[src/rtl/vmap_pkg.sv]
package vmap_pkg;
    localparam int NBANK = 9;
    localparam int AW    = 28;
    localparam int LW    = 17;

    typedef enum logic [1:0] {BUS_MAIN = 2'd0, BUS_SEC = 2'd1, BUS_GFX = 2'd2} bus_e;

    typedef enum logic [3:0] {
        AR_LCD, AR_BGA, AR_BGB, AR_OBJA, AR_OBJB, AR_SEC,
        AR_BGXA, AR_OBJXA, AR_BGXB, AR_OBJXB, AR_TEX, AR_TPAL
    } area_e;

    typedef struct packed {
        logic          valid;
        area_e         area;
        logic [AW-1:0] base;
        logic [AW-1:0] inc0;
        logic [AW-1:0] inc1;
        logic [AW-1:0] stride;
    } mode_t;

    typedef struct packed {
        logic          valid;
        bus_e          bus;
        logic [AW-1:0] start;
        logic [AW-1:0] stop;
        logic [AW-1:0] stride;
        logic [4:0]    size_lg;
    } place_t;

    function automatic bus_e area_bus(area_e a);
        case (a)
            AR_SEC:                                             return BUS_SEC;
            AR_BGXA, AR_OBJXA, AR_BGXB, AR_OBJXB, AR_TEX, AR_TPAL: return BUS_GFX;
            default:                                            return BUS_MAIN;
        endcase
    endfunction

    // exclusive end address of each area
    function automatic logic [AW-1:0] area_hi(area_e a);
        case (a)
            AR_LCD:   return 28'h68A4000;
            AR_BGA:   return 28'h6200000;
            AR_BGB:   return 28'h6400000;
            AR_OBJA:  return 28'h6600000;
            AR_OBJB:  return 28'h6800000;
            AR_SEC:   return 28'h6040000;
            AR_BGXA:  return 28'h1010000;
            AR_OBJXA: return 28'h2004000;
            AR_BGXB:  return 28'h3008000;
            AR_OBJXB: return 28'h4004000;
            AR_TEX:   return 28'h5080000;
            default:  return 28'h6018000;
        endcase
    endfunction

    function automatic logic [4:0] bank_size_lg(int b);
        case (b)
            0, 1, 2, 3: return 5'd17;
            4:          return 5'd16;
            7:          return 5'd15;
            default:    return 5'd14;
        endcase
    endfunction

    function automatic mode_t mk(area_e a, logic [AW-1:0] base, logic [AW-1:0] i0,
                                 logic [AW-1:0] i1, logic [AW-1:0] st);
        mode_t r;
        r.valid = 1'b1; r.area = a; r.base = base;
        r.inc0 = i0; r.inc1 = i1; r.stride = st;
        return r;
    endfunction

    function automatic logic [AW-1:0] lcd_base(int b);
        case (b)
            0: return 28'h6800000;  1: return 28'h6820000;  2: return 28'h6840000;
            3: return 28'h6860000;  4: return 28'h6880000;  5: return 28'h6890000;
            6: return 28'h6894000;  7: return 28'h6898000;  default: return 28'h68A0000;
        endcase
    endfunction

    function automatic mode_t mode_entry(int b, logic [2:0] m);
        mode_t r = '0;
        if (m == 3'd0) return mk(AR_LCD, lcd_base(b), '0, '0, '0);
        case (b)
            0, 1, 2, 3: begin
                if (m == 3'd1) r = mk(AR_BGA, 28'h6000000, 28'h20000, 28'h40000, 28'h80000);
                if (m == 3'd3) r = mk(AR_TEX, 28'h5000000, 28'h20000, 28'h40000, '0);
                if (m == 3'd2 && b < 2) r = mk(AR_OBJA, 28'h6400000, 28'h20000, '0, 28'h40000);
                if (m == 3'd2 && b >= 2) r = mk(AR_SEC, 28'h6000000, 28'h20000, '0, '0);
                if (m == 3'd4 && b == 2) r = mk(AR_BGB, 28'h6200000, '0, '0, 28'h20000);
                if (m == 3'd4 && b == 3) r = mk(AR_OBJB, 28'h6600000, '0, '0, 28'h20000);
            end
            4: case (m)
                3'd1: r = mk(AR_BGA, 28'h6000000, '0, '0, 28'h80000);
                3'd2: r = mk(AR_OBJA, 28'h6400000, '0, '0, 28'h40000);
                3'd3: r = mk(AR_TPAL, 28'h6000000, '0, '0, '0);
                3'd4: r = mk(AR_BGXA, 28'h1000000, '0, '0, '0);
                default: r = '0;
            endcase
            5, 6: case (m)
                3'd1: r = mk(AR_BGA, 28'h6000000, 28'h4000, 28'h10000, 28'h80000);
                3'd2: r = mk(AR_OBJA, 28'h6400000, 28'h4000, 28'h10000, 28'h40000);
                3'd3: r = mk(AR_TPAL, 28'h6000000, 28'h4000, 28'h10000, '0);
                3'd4: r = mk(AR_BGXA, 28'h1000000, 28'h4000, '0, '0);
                3'd5: r = mk(AR_OBJXA, 28'h2000000, '0, '0, '0);
                default: r = '0;
            endcase
            7: case (m)
                3'd1: r = mk(AR_BGB, 28'h6200000, '0, '0, 28'h10000);
                3'd2: r = mk(AR_BGXB, 28'h3000000, '0, '0, '0);
                default: r = '0;
            endcase
            default: case (m)
                3'd1: r = mk(AR_BGB, 28'h6208000, '0, '0, 28'h10000);
                3'd2: r = mk(AR_OBJB, 28'h6600000, '0, '0, 28'h4000);
                3'd3: r = mk(AR_OBJXB, 28'h4000000, '0, '0, '0);
                default: r = '0;
            endcase
        endcase
        return r;
    endfunction
endpackage

[src/rtl/vmap_ctl_regs.sv]
module vmap_ctl_regs
    import vmap_pkg::*;
#(
    parameter int NB   = NBANK,
    parameter int SELW = 4
) (
    input  logic                 clk,
    input  logic                 rst,
    input  logic                 we,
    input  logic [SELW-1:0]      sel,
    input  logic [7:0]           wdata,
    output logic [NB-1:0][7:0]   ctl
);
    localparam logic [7:0]      WMASK  = 8'h9F;
    localparam logic [SELW-1:0] NB_SEL = SELW'(NB);

    always_ff @(posedge clk) begin
        if (rst) begin
            ctl <= '0;
        end else if (we && sel < NB_SEL) begin
            ctl[sel] <= wdata & WMASK;
        end
    end

    assert_ctl_mask_R1: assert property (@(posedge clk) disable iff (rst)
        (we && sel < NB_SEL) |=> ctl[$past(sel)] == ($past(wdata) & WMASK));

    assert_ctl_oob_R1: assert property (@(posedge clk) disable iff (rst)
        (we && sel >= NB_SEL) |=> $stable(ctl));
endmodule

[src/rtl/vmap_place.sv]
module vmap_place
    import vmap_pkg::*;
#(
    parameter int BANK = 0
) (
    input  logic       en,
    input  logic [1:0] ofs,
    input  logic [2:0] mode,
    output place_t     pl
);
    mode_t ent;

    always_comb begin
        ent        = mode_entry(BANK, mode);
        pl.valid   = en && ent.valid;
        pl.bus     = area_bus(ent.area);
        pl.start   = ent.base + (ofs[0] ? ent.inc0 : '0) + (ofs[1] ? ent.inc1 : '0);
        pl.stop    = area_hi(ent.area);
        pl.stride  = ent.stride;
        pl.size_lg = bank_size_lg(BANK);
    end
endmodule

[src/rtl/vmap_lookup.sv]
module vmap_lookup
    import vmap_pkg::*;
#(
    parameter bus_e BUS = BUS_MAIN,
    parameter int   DW  = 16
) (
    input  place_t [NBANK-1:0] pl,
    input  logic [AW-1:0]      addr,
    input  logic               wr,
    input  logic               byte_acc,
    input  logic [NBANK*DW-1:0] bank_rdata,
    output logic [NBANK-1:0]   hit,
    output logic [NBANK-1:0]   wen,
    output logic [NBANK*LW-1:0] off,
    output logic [DW-1:0]      rdata
);
    localparam bit BYTE_OK = (BUS == BUS_SEC);

    logic [NBANK-1:0][DW-1:0] rd_sel;

    for (genvar b = 0; b < NBANK; b++) begin : g_bank
        logic [AW-1:0] rel, sz, win;
        assign rel = addr - pl[b].start;
        assign sz  = AW'(1) << pl[b].size_lg;
        assign win = (pl[b].stride == '0) ? rel : (rel & (pl[b].stride - AW'(1)));
        assign hit[b] = pl[b].valid && (pl[b].bus == BUS) &&
                        (addr >= pl[b].start) && (addr < pl[b].stop) && (win < sz);
        assign off[b*LW +: LW] = rel[LW-1:0] & LW'(sz - AW'(1));
        assign rd_sel[b] = hit[b] ? bank_rdata[b*DW +: DW] : '0;
    end

    assign wen = (wr && (BYTE_OK || !byte_acc)) ? hit : '0;

    always_comb begin
        rdata = '0;
        for (int b = 0; b < NBANK; b++) rdata |= rd_sel[b];
    end
endmodule

[src/rtl/vmap_decoder.sv]
module vmap_decoder
    import vmap_pkg::*;
#(
    parameter int DW   = 16,
    parameter int SELW = 4
) (
    input  logic                 clk,
    input  logic                 rst,
    input  logic                 cfg_we,
    input  logic [SELW-1:0]      cfg_sel,
    input  logic [7:0]           cfg_wdata,
    output logic [7:0]           cfg_rdata,
    output logic                 sec_owned,
    input  logic [9*DW-1:0]      bank_rdata,
    input  logic [27:0]          m_addr,
    input  logic                 m_wr,
    input  logic                 m_byte,
    output logic [8:0]           m_hit,
    output logic [8:0]           m_wen,
    output logic [9*17-1:0]      m_off,
    output logic [DW-1:0]        m_rdata,
    input  logic [27:0]          s_addr,
    input  logic                 s_wr,
    input  logic                 s_byte,
    output logic [8:0]           s_hit,
    output logic [8:0]           s_wen,
    output logic [9*17-1:0]      s_off,
    output logic [DW-1:0]        s_rdata,
    input  logic [27:0]          g_addr,
    input  logic                 g_wr,
    input  logic                 g_byte,
    output logic [8:0]           g_hit,
    output logic [8:0]           g_wen,
    output logic [9*17-1:0]      g_off,
    output logic [DW-1:0]        g_rdata
);
    localparam int NBUS = 3;

    logic [NBANK-1:0][7:0] ctl;
    place_t [NBANK-1:0]    pl;

    logic [AW-1:0]       la   [NBUS];
    logic                lwr  [NBUS];
    logic                lby  [NBUS];
    logic [NBANK-1:0]    lhit [NBUS];
    logic [NBANK-1:0]    lwen [NBUS];
    logic [NBANK*LW-1:0] loff [NBUS];
    logic [DW-1:0]       lrd  [NBUS];

    vmap_ctl_regs #(.NB(NBANK), .SELW(SELW)) u_regs (
        .clk(clk), .rst(rst), .we(cfg_we), .sel(cfg_sel), .wdata(cfg_wdata), .ctl(ctl)
    );

    for (genvar b = 0; b < NBANK; b++) begin : g_place
        vmap_place #(.BANK(b)) u_place (
            .en(ctl[b][7]), .ofs(ctl[b][4:3]), .mode(ctl[b][2:0]), .pl(pl[b])
        );
    end

    assign la[0] = m_addr;  assign lwr[0] = m_wr;  assign lby[0] = m_byte;
    assign la[1] = s_addr;  assign lwr[1] = s_wr;  assign lby[1] = s_byte;
    assign la[2] = g_addr;  assign lwr[2] = g_wr;  assign lby[2] = g_byte;

    for (genvar k = 0; k < NBUS; k++) begin : g_bus
        vmap_lookup #(.BUS(bus_e'(k)), .DW(DW)) u_look (
            .pl(pl), .addr(la[k]), .wr(lwr[k]), .byte_acc(lby[k]),
            .bank_rdata(bank_rdata), .hit(lhit[k]), .wen(lwen[k]),
            .off(loff[k]), .rdata(lrd[k])
        );
    end

    assign m_hit = lhit[0];  assign m_wen = lwen[0];  assign m_off = loff[0];  assign m_rdata = lrd[0];
    assign s_hit = lhit[1];  assign s_wen = lwen[1];  assign s_off = loff[1];  assign s_rdata = lrd[1];
    assign g_hit = lhit[2];  assign g_wen = lwen[2];  assign g_off = loff[2];  assign g_rdata = lrd[2];

    assign cfg_rdata = (cfg_sel < SELW'(NBANK)) ? ctl[cfg_sel] : 8'h00;
    assign sec_owned = (pl[2].valid && pl[2].bus == BUS_SEC) ||
                       (pl[3].valid && pl[3].bus == BUS_SEC);

    for (genvar b = 0; b < NBANK; b++) begin : g_chk
        assert_disabled_quiet_R2: assert property (@(posedge clk) disable iff (rst)
            !ctl[b][7] |-> !(m_hit[b] || s_hit[b] || g_hit[b]));
    end

    assert_sec_banks_R6: assert property (@(posedge clk) disable iff (rst)
        (s_hit & 9'b111110011) == 9'b0);
    assert_main_byte_R9: assert property (@(posedge clk) disable iff (rst)
        (m_wr && m_byte) |-> m_wen == 9'b0);
    assert_sec_byte_R9: assert property (@(posedge clk) disable iff (rst)
        s_wr |-> s_wen == s_hit);
    assert_empty_read_R8: assert property (@(posedge clk) disable iff (rst)
        (m_hit == 9'b0) |-> (m_rdata == '0 && m_wen == 9'b0));
    assert_status_R11: assert property (@(posedge clk) disable iff (rst)
        sec_owned |-> ((ctl[2][7] && ctl[2][2:0] == 3'd2) || (ctl[3][7] && ctl[3][2:0] == 3'd2)));
endmodule

[config.mk]
export PLATFORM = sky130hd
export DESIGN_NAME = vmap_decoder
export DESIGN_NICKNAME = d
export VERILOG_FILES = /design/src/rtl/vmap_pkg.sv /design/src/rtl/vmap_ctl_regs.sv /design/src/rtl/vmap_place.sv /design/src/rtl/vmap_lookup.sv /design/src/rtl/vmap_decoder.sv
export SDC_FILE = /design/constraint.sdc
export NUM_CORES = 1
export LEC_CHECK = 0
export BUFFER_PORTS_ARGS = -buffer_cell sky130_fd_sc_hd__buf_2
export CAP_MARGIN = 20
export CORE_AREA = 2 2 323 325
export CTS_CLUSTER_DIAMETER = 120
export DETAILED_ROUTE_END_ITERATION = 10
export DIE_AREA = 0 0 325 327
export SKIP_CTS_REPAIR_TIMING = 1
export SLEW_MARGIN = 0
export SYNTH_ARGS = -nofsm -noshare
export SYNTH_HDL_FRONTEND = slang
export SYNTH_MEMORY_MAX_BITS = 65536
export SYNTH_SLANG_ARGS = --single-unit
[constraint.sdc]
create_clock -name clk -period 7.35 [get_ports clk]
set_input_delay 1.47 -clock clk [delete_from_list [all_inputs] [get_ports clk]]
set_output_delay 1.47 -clock clk [all_outputs]
set_load 0.005 [all_outputs]
==> metrics.csv <==
stage,metric,value,unit
power,Clock Power Share,17.3,%
cells_and_area,max reg flops,54,
power,cell internal pwr,0.8448,mW
timing,Period minus WS final,6.961,ns
timing,setup TNS,0,ns
synth,post-synth top area cell,ha_1,
timing,WHS,0.4612,ns
route,final wirelength,113300,um
setup_path,worst r2r src,u_regs.ctl[16],
setup_path,launch point of the critical path,u_regs.ctl[16],
timing,Max Fclk,143.7,MHz
route,Via Count,25282,
timing,setup violators final,0,
status,status,completed,
global_routing,largest net degree at the start of global routing,55,
global_routing,GR Overflow Total,0,
setup_path,R2R cell count,2,
cells_and_area,# nets final,3942,
power,combinational share of power,63.7,%
clock_tree,clock tree sinks,54,
setup_path,WP data required,5.88,ns
die,Core ar.,102900,um^2
clock_tree,clock root buffer master,clkbuf_16,
power,Sw Share,46.87,%
clock_tree,Max clock buf depth,2,
setup_path,crit path to,m_rdata[7],
cells_and_area,Top reg by flops,u_regs.ctl,
synth,"Distinct cells, synth",98,
placement,port buffer count,487,
setup_path,endpoint class of the critical path,output pin,
synth,number of synthesized flops with an enable pin,0,
cells_and_area,most frequent cells in the layout,"487 x buf_2, 418 x ha_1, 247 x nand2_1, 213 x nor2_1, 153 x a21oi_1",
power,Leak Pwr,11.59,nW
timing,Worst slew margin,34.04,%
die,Initial Util,22.92,%
global_routing,initial antenna violation count,10,
cells_and_area,area grow syn2layout,7.025,%
global_routing,vias in the first global route,23082,
synth,asr flop ratio synth,0,%
global_routing,global-route wire length before repair,159300,um
route,DRT antenna net count,0,
die,Die Width,325,um
die,Die Ht,327,um
synth,sequential area share after synthesis,4.584,%
timing,unrepaired setup endpoints after global routing,false,
placement,gpl congestion,0.9211,
power,PnR Total Power,1.590,mW
cells_and_area,fin util,24.53,%
synth,synthesized area per cell,7.374,um^2
clock_tree,clock latency on the worst-skew pair,0.30,ns
route,drt via density,5.429,
route,1st-iter DRT viols,2456,
setup_path,Critical R2R Capture,u_regs.ctl[16],
global_routing,Tot GR Track Use,20.02,%
power,sequential share of power,19.1,%
synth,Synth Flop Type,dfxtp_1,
setup_path,Reg2Reg Setup Slack,6.23,ns
placement,Post-DP HPWL,89980,um
synth,Area contributors post-synth,"ha_1 22%, buf_4 14%, dfxtp_1 4.6%, nand2_1 3.9%, a221o_1 3.7%",
setup_path,CP Launch Type,register,
die,DIE AREA,106300,um^2
clock_tree,CTS H-tree lvls,2,
die,Rows,118,
hold_path,Hold Path Class,reg2reg,
synth,Synth top area share,22.18,%
clock_tree,clock transition at the registers of the reported paths,0.07,ns
synth,cell count after synthesis,3198,
timing,Worst Tran Pin Value,0.9894,ns
clock_tree,CTS buffer count,5,
setup_path,critical path type,reg2out,
cells_and_area,layout cells sized above 1,20.67,%
timing,final hold vios,0,
timing,clk_skew,0,ns
route,DR pass1 iterations,7,
cells_and_area,filler cell count,11486,
setup_path,largest fanout on the critical path,17,
power,P_sw,0.7453,mW
cells_and_area,"most common cell after layout, fill and taps aside",buf_2,
timing,Final period util,94.71,%
route,WL/cell,24.32,um
clock_tree,CTS tree,done,
synth,Synth Warn #,0,
die,Ports,819,
timing,Final Max Tran Viols,0,
setup_path,critical path arrival,5.49,ns
power,pwr/cell area,63.00,nW/um^2
route,DRC viols,0,
synth,Syn Std Cell Area,23580,um^2
run,maxcap violations,0,
cells_and_area,Largest regs,u_regs.ctl (54),
synth,Yosys reg bits,54,
power,Max rail drop VDD,0.00009004,V
==> cell type report <==
class	count	area (um^2)	area share, %
antenna	2	5.005	0.01983
clock buffer	5	125.1	0.4957
clock inverter	3	43.79	0.1735
inverter	113	424.2	1.681
multi-input combinational	2510	18560	73.54
sequential	54	1082	4.288
tap	1380	1727	6.841
timing repair buffer	590	3271	12.96
==> cells by family after synthesis <==
logic type               synth area share [%]
AND/OR/NAND/NOR                         23.39
XOR/XNOR                                2.340
buffers and inverters                   18.29
multiplexers                            4.404
adder cells (fa/ha/maj)                 22.35
AO/OA/AOI/OAI                           24.62
other                                 0.03185
flip-flops                              4.584
==> Yosys cell counts, types with 30 or more instances <==
| master | number |
|---|---|
| buf_4 | 431 |
| ha_1 | 418 |
| nand2_1 | 247 |
| nor2_1 | 215 |
| a21oi_1 | 153 |
| o21ai_0 | 143 |
| clkbuf_1 | 119 |
| inv_1 | 111 |
| nand3_1 | 96 |
| a221o_1 | 87 |
| nor3_1 | 77 |
| mux2i_1 | 70 |
| a21o_1 | 56 |
| a211oi_1 | 55 |
| dfxtp_1 | 54 |
| o2111ai_1 | 54 |
| and2_1 | 51 |
| nand2b_1 | 50 |
| nand4_1 | 47 |
| nor4_1 | 43 |
| nor2b_1 | 41 |
| or3_1 | 40 |
| xnor2_1 | 37 |
| o21a_1 | 33 |
| buf_2 | 30 |
==> worst max-delay path, cell delays in order, from the launching register on <==
cell	delay (ns)
dfxtp_1	0.78
and3b_1	0.47
inv_1	0.10
nand2_1	0.12
ha_1	0.23
o21ai_0	0.23
a21oi_1	0.36
ha_1	0.31
a221o_1	0.34
nand2_1	0.08
nand4b_1	0.09
or4b_1	0.57
a2111oi_4	0.39
buf_12	0.18
buf_4	0.32
a221o_1	0.23
a221o_1	0.18
buf_2	0.15
==> per-layer routing <==
layer | GRT usage [%] | routed length [um] | up-vias
met5 | 0.04437 | 11 | -
li1 | - | - | 11620
met1 | 24.49 | 45500 | 11905
met2 | 34.49 | 52830 | 1442
met3 | 3.827 | 9559 | 313
met4 | 7.870 | 5366 | 2
==> worst min path at each step <==
stage	start	end	slack, ns	depth (start not counted)
2_1_floorplan	u_regs.ctl[67]	u_regs.ctl[67]	0.44	2
3_3_place_gp	u_regs.ctl[67]	u_regs.ctl[67]	0.45	2
3_5_place_dp	u_regs.ctl[67]	u_regs.ctl[67]	0.45	2
4_1_cts	u_regs.ctl[67]	u_regs.ctl[67]	0.46	2
5_1_grt	u_regs.ctl[68]	u_regs.ctl[68]	0.49	2
6_report	u_regs.ctl[67]	u_regs.ctl[67]	0.46	2
==> stage by stage <==
step	instances	area (um^2)	setup slack [ns]
2_1_floorplan	3266	23840	1.504
3_3_place_gp	4646	25060	0.4976
3_5_place_dp	4646	25060	0.5093
4_1_cts	4654	25230	0.3346
5_1_grt	4655	25230	0.05411
6_report	4657	25240	0.3888
==> power groups by stage <==
stage / clock network (mW) / registers [mW] / logic, mW
2_1_floorplan: 0 / 0.305 / 0.770
3_3_place_gp: 0 / 0.310 / 0.971
3_5_place_dp: 0 / 0.310 / 0.988
4_1_cts: 0.276 / 0.303 / 0.994
5_1_grt: 0.287 / 0.303 / 1.11
6_report: 0.274 / 0.303 / 1.01
Note: power is estimated with default switching activity, not from simulation.
